`src/rtl/pack_guard.sv`:
```
module pack_guard #(
  parameter int CODE_W            = 4,
  parameter int TICKS_PER_MS      = 33,
  parameter int SC_TICKS_PER_STEP = 2
) (
  input  logic              clk,
  input  logic              rst_n,
  input  logic              tick_in,
  input  logic              oc_chg_flag,
  input  logic              ol_dsg_flag,
  input  logic              sc_chg_flag,
  input  logic              sc_dsg_flag,
  input  logic              bro_flag,
  input  logic              sd_flag,
  input  logic              ctl_pin,
  input  logic [3:0]        ctrl_reg,
  input  logic [CODE_W-1:0] oc_code,
  input  logic [CODE_W-1:0] ol_code,
  input  logic [CODE_W-1:0] sc_code,
  input  logic              stat_rd,
  output logic              chg_en,
  output logic              dsg_en,
  output logic              pchg_en,
  output logic              alert_n,
  output logic [5:0]        status
);

  localparam int NF     = 4;
  localparam int LONG_MAX = TICKS_PER_MS * (2 * (2**CODE_W - 1) + 1);
  localparam int SC_MAX = SC_TICKS_PER_STEP * (2**CODE_W - 1);
  localparam int TOP    = (LONG_MAX > SC_MAX) ? LONG_MAX : SC_MAX;
  localparam int CNT_W  = $clog2(TOP + 1);

  function automatic logic [CNT_W-1:0] long_lim(input logic [CODE_W-1:0] c);
    int v;
    v = TICKS_PER_MS * (2 * int'(c) + 1);
    return CNT_W'(v);
  endfunction

  function automatic logic [CNT_W-1:0] short_lim(input logic [CODE_W-1:0] c);
    int v;
    v = SC_TICKS_PER_STEP * int'(c);
    return CNT_W'(v);
  endfunction

  logic [NF-1:0]    flag, hit, fault_q;
  logic [CNT_W-1:0] lim [NF];
  logic             sd_q, bro_q, bro_arm, bro_alert, ctrl0_q;
  logic             clr_pulse, bro_clr, trip, force_off, prechg;

  assign flag   = {sc_dsg_flag, sc_chg_flag, ol_dsg_flag, oc_chg_flag};
  assign lim[0] = long_lim(oc_code);
  assign lim[1] = long_lim(ol_code);
  assign lim[2] = short_lim(sc_code);
  assign lim[3] = short_lim(sc_code);

  assign trip      = |fault_q;
  assign force_off = ctl_pin | sd_q;
  assign dsg_en    = ~force_off & ~trip & ctrl_reg[1];
  assign chg_en    = ~force_off & ~trip & ctrl_reg[2];
  assign pchg_en   = ~force_off & ~ctrl_reg[3];
  assign prechg    = pchg_en & ~chg_en & ~dsg_en;

  genvar i;
  generate
    for (i = 0; i < NF; i++) begin : g_qual
      logic [CNT_W-1:0] cnt;
      always_ff @(posedge clk or negedge rst_n) begin
        if (!rst_n)                  cnt <= '0;
        else if (!flag[i] || prechg) cnt <= '0;
        else if (tick_in && cnt < lim[i]) cnt <= cnt + CNT_W'(1);
      end
      assign hit[i] = flag[i] & ~prechg & (cnt >= lim[i]);
    end
  endgenerate

  assign clr_pulse = ctrl0_q & ~ctrl_reg[0];
  assign bro_clr   = stat_rd & bro_arm;

  always_ff @(posedge clk or negedge rst_n) begin
    if (!rst_n) begin
      fault_q   <= '0;
      ctrl0_q   <= 1'b0;
      sd_q      <= 1'b0;
      bro_q     <= 1'b0;
      bro_arm   <= 1'b0;
      bro_alert <= 1'b0;
    end else begin
      ctrl0_q <= ctrl_reg[0];
      sd_q    <= sd_flag;
      if (clr_pulse) fault_q <= '0;
      else           fault_q <= fault_q | hit;

      if (bro_clr)       bro_q <= 1'b0;
      else if (bro_flag) bro_q <= 1'b1;

      if (bro_clr)                 bro_arm <= 1'b0;
      else if (clr_pulse && bro_q) bro_arm <= 1'b1;

      if (bro_flag && !bro_q && !bro_clr) bro_alert <= 1'b1;
      else if (stat_rd)                   bro_alert <= 1'b0;
    end
  end

  assign alert_n = ~(trip | bro_alert);
  assign status  = {sd_q, bro_q, fault_q};

endmodule


```
`config.mk`:
```
export PLATFORM = sky130hd
export DESIGN_NAME = pack_guard
export DESIGN_NICKNAME = d
export VERILOG_FILES = /design/src/rtl/pack_guard.sv
export SDC_FILE = /design/constraint.sdc
export NUM_CORES = 1
export LEC_CHECK = 0
export BUFFER_PORTS_ARGS = -buffer_cell sky130_fd_sc_hd__clkbuf_2
export CORE_MARGIN = 2
export CORE_UTILIZATION = 50
export CTS_CLUSTER_DIAMETER = 40
export CTS_CLUSTER_SIZE = 24
export DETAILED_ROUTE_END_ITERATION = 8
export HOLD_SLACK_MARGIN = 0.08
export PLACE_DENSITY = 0.67
export RECOVER_POWER = 100
export SLEW_MARGIN = 20
export SYNTH_ARGS = -nofsm -noshare
export SYNTH_HDL_FRONTEND = slang
export SYNTH_SLANG_ARGS = --single-unit
```
`constraint.sdc`:
```
create_clock -name clk -period 3.6 [get_ports clk]
set_input_delay 0.18 -clock clk [delete_from_list [all_inputs] [get_ports clk]]
set_output_delay 0.18 -clock clk [all_outputs]
set_load 0.02 [all_outputs]
```
==> results.sh <==
export IMPL_relSlewSlack_pct=-19.2
export IMPL_synth_largest_area_cell="sky130_fd_sc_hd__dfrtp_1"
export IMPL_period_share_pct=77.7
export IMPL_fin_tns_setup_ns=0
export IMPL_initial_core_util_pct=51.1
export IMPL_timing_setup_critical_path_class="flip-flop to flip-flop"
export IMPL_overall_power_w=0.00104
export IMPL_critPathSlowestCell="sky130_fd_sc_hd__o41ai_4"
export IMPL_track_usage_pct=21.3
export IMPL_hold_start="stat_rd"
export IMPL_synth_cells_most_frequent="sky130_fd_sc_hd__dfrtp_1, sky130_fd_sc_hd__a21oi_1, sky130_fd_sc_hd__nor2_1"
export IMPL_die_height_um=81.1
export IMPL_max_cap_violations=1
export IMPL_min_delay_worst_endpoint="bro_arm$_DFFE_PN0P_"
export IMPL_share_of_the_synthesized_area_in_the_top_cell_type_pct=41.3
export IMPL_drt_vias_per_instance=5.68
export IMPL_h_tree_levels=2
export IMPL_yosys_top_cells_area="sky130_fd_sc_hd__dfrtp_1, sky130_fd_sc_hd__ha_1, sky130_fd_sc_hd__a21oi_1"
export IMPL_tritoncts_num_sinks=49
export IMPL_route_final_wire_length_mm=6.24
export IMPL_startpoint="fault_q[0]$_DFF_PN0_"
export IMPL_worstPathArrival_ns=3.02
export IMPL_critical_path_reg2reg_endpoint="g_qual[1].cnt[2]$_DFFE_PN0P_"
export IMPL_gp_congestion=0.790
export IMPL_holdCritPathClass="primary input to flip-flop"
export IMPL_nNetsFinal=419
export IMPL_numPortBuffers=36
export IMPL_route_antenna_remaining_nets=0
export IMPL_ff2ff_setup_slack_ns=0.80
export IMPL_number_of_cells_upsized_or_downsized_after_cts=0
export IMPL_setup_worst_path_end_class="flip-flop"
export IMPL_min_delay_path_depth=2
export IMPL_ys_async_sr_fraction_pct=100
export IMPL_stdcell_count=439
export IMPL_wire_length_of_the_first_global_routing_pass_mm=10.9
export IMPL_ff2ff_path_depth=5
export IMPL_cells_after_synth=325
export IMPL_number_of_synthesized_flops_with_an_enable_pin=0
export IMPL_cp_max_fo=16
export IMPL_number_of_antenna_violations_at_the_first_check_in_global_routing=0
export IMPL_synth_most_common_cell="sky130_fd_sc_hd__dfrtp_1"
export IMPL_period_minus_slack_ns=2.80
export IMPL_synthesis_area_per_instance_um2=9.14
export IMPL_number_of_drc_violations_after_detailed_routing=0
export IMPL_drt_iter0_drc=153
export IMPL_power_density_nw_per_um2=317
export IMPL_layout_drive_gt1_share_pct=8.79
export IMPL_post_cts_setup_buffer_count=0
export IMPL_violated_checks="capacitance limit, slew limit"
export IMPL_place_inst=429
export IMPL_skew_ns=0.0107
export IMPL_design_portCount=37
export IMPL_dp_hpwl_mm=4.74
export IMPL_cp_start_kind="flip-flop"
export IMPL_grt_setup_unrepaired="false"
export IMPL_die_w_um=81.1
export IMPL_cts_inserted_buffers=5
export IMPL_reg2reg_from="fault_q[0]$_DFF_PN0_"
export IMPL_cts_root_buffer="sky130_fd_sc_hd__clkbuf_8"
export IMPL_dr_pass1_iters=4
export IMPL_num_vias=2492
export IMPL_cts_tree="built"
export IMPL_cts_hold_repair_buffers=3
export IMPL_yosys_cell_types_count=37
export IMPL_synthesis_yosys_warnings=0
export IMPL_maximum_number_of_pins_on_one_net_before_global_route_repair=34
export IMPL_most_common_cell_type_on_the_critical_path="sky130_fd_sc_hd__or4_1"
export IMPL_clk_path_buf_depth=2
export IMPL_synth_nets=380
export IMPL_portion_of_the_post_synthesis_area_used_by_sequential_elements_pct=41.3
export IMPL_run_status="finished with violations"
export IMPL_highest_clock_rate_mhz=357
export IMPL_vdd_ir_drop_worst_uv=187
export IMPL_overflow=0
export IMPL_via_count_of_the_first_global_routing_pass=2446
export IMPL_post_cts_clock_slew_at_the_launch_and_capture_registers_of_the_worst_setup_and_hold_paths_ns=0.09
export IMPL_ordered_cell_list_for_the_critical_path="or4_1 > o41ai_4 > nand2_1 > or4_1 > o21ai_0"
export IMPL_yosys_register_bits=49
export IMPL_synth_flop_cell="sky130_fd_sc_hd__dfrtp_1"
export IMPL_relative_area_change_from_synthesis_to_final_layout_pct=11.0
export IMPL_cp_peak_stage_delay_ns=0.71
export IMPL_final_setup_viol_count=0
export IMPL_nFillCells=570
export IMPL_insertion_delay_ns=0.30
export IMPL_max_slew_worst_pin_slew_ns=1.79
export IMPL_synth_area_um2=2970
export IMPL_hold_viol=0
export IMPL_antenna_cells=0
export IMPL_p_leak_nw=1.59
export IMPL_cp_required_ns=3.82
export IMPL_floorplan_core_area_um2=5820
export IMPL_routed_wire_length_per_instance_um=14.2
export IMPL_floorplan_rows=28
export IMPL_report_final_slew_viol_count=34
export IMPL_dieArea_um2=6570
==> cells in the final DEF (no fill, tap or decap), types with 5 or more instances in the layout <==
cell type	n
sky130_fd_sc_hd__dfrtp_1	49
sky130_fd_sc_hd__a21oi_1	31
sky130_fd_sc_hd__nor2_1	29
sky130_fd_sc_hd__ha_1	28
sky130_fd_sc_hd__nand2_1	25
sky130_fd_sc_hd__clkbuf_2	24
sky130_fd_sc_hd__inv_1	23
sky130_fd_sc_hd__and3_1	16
sky130_fd_sc_hd__clkbuf_1	14
sky130_fd_sc_hd__nand3_1	13
sky130_fd_sc_hd__o21ai_0	13
sky130_fd_sc_hd__or4_1	12
sky130_fd_sc_hd__o31ai_1	9
sky130_fd_sc_hd__xnor2_1	8
sky130_fd_sc_hd__nand4_1	8
sky130_fd_sc_hd__clkbuf_8	6
sky130_fd_sc_hd__nor3_1	5
sky130_fd_sc_hd__nor4_1	5
sky130_fd_sc_hd__o211ai_1	5
==> how the worst max path moves through the flow <==
stage	endpoint	slack, ns	cells past startpoint
floorplan	g_qual[1].cnt[2]$_DFFE_PN0P_	1.36	5
global placement	g_qual[1].cnt[4]$_DFFE_PN0P_	1.09	5
detailed placement	g_qual[1].cnt[2]$_DFFE_PN0P_	1.03	5
CTS	g_qual[1].cnt[4]$_DFFE_PN0P_	1.01	5
global route	g_qual[1].cnt[4]$_DFFE_PN0P_	0.56	5
finish	g_qual[1].cnt[2]$_DFFE_PN0P_	0.80	5
==> layout make-up <==
cell class	instances	area [um^2]	share of cell area, %
clock buffers	7	86.3	2.62
inverters	23	86.3	2.62
multi-input cells	245	1610	48.7
flip-flops and latches	49	1230	37.2
well taps	75	93.8	2.85
repair buffers	40	199	6.03
==> sequential cells by signal, summed over array words and instances, names as in the netlist <==
register,cells
sd_q,1
ctrl0_q,1
bro_arm,1
fault_q,4
g_qual.cnt,40
bro_alert,1
bro_q,1
==> per-stage QoR <==
step | worst slack [ns] | utilization, % | cell area, um^2 | hold slack [ns]
final | 0.802 | 56.7 | 3300 | 0.0973
after global routing | 0.561 | 56.7 | 3300 | 0.101
after CTS | 1.01 | 57.2 | 3330 | 0.0867
after detailed placement | 1.03 | 55.2 | 3210 | 0.293
after global placement | 1.09 | 55.2 | 3210 | 0.291
after floorplan | 1.36 | - | 2970 | -0.116
==> layer usage <==
layer	track usage, %	wire (um)	up-vias
met1	27.2	2870	1188
li1	-	-	1268
met5	0	0	-
met2	37.4	3110	28
met4	6.61	101	0
met3	2.67	160	8
==> kinds of logic (layout without fill, tap and decap cells) <==
| logic type | count (synthesis) | after routing | share of synthesized area [%] |
|---|---|---|---|
| AND/OR/NAND/NOR | 131 | 131 | 23.3 |
| flip-flops | 49 | 49 | 41.3 |
| AO/OA/AOI/OAI | 74 | 74 | 15.6 |
| multiplexers | 4 | 4 | 1.35 |
| XOR/XNOR | 8 | 8 | 2.36 |
| adder cells (fa/ha/maj) | 28 | 28 | 11.8 |
| buffers and inverters | 31 | 70 | 4.25 |
==> power by group <==
part	switching (W)	leakage, nW	internal, W
clock network	0.000176	0.0443	0.000153
logic	0.0000854	0.880	0.0000494
registers	0.0000160	0.669	0.000565
==> worst max-delay path, delay by kind of cell, from the launching register on <==
family | cells | cell delay, ns
AND/OR/NAND/NOR | 3 | 1.51
AO/OA/AOI/OAI | 2 | 0.80
flip-flops | 1 | 0.41
Power figures use the tool's default switching activity.
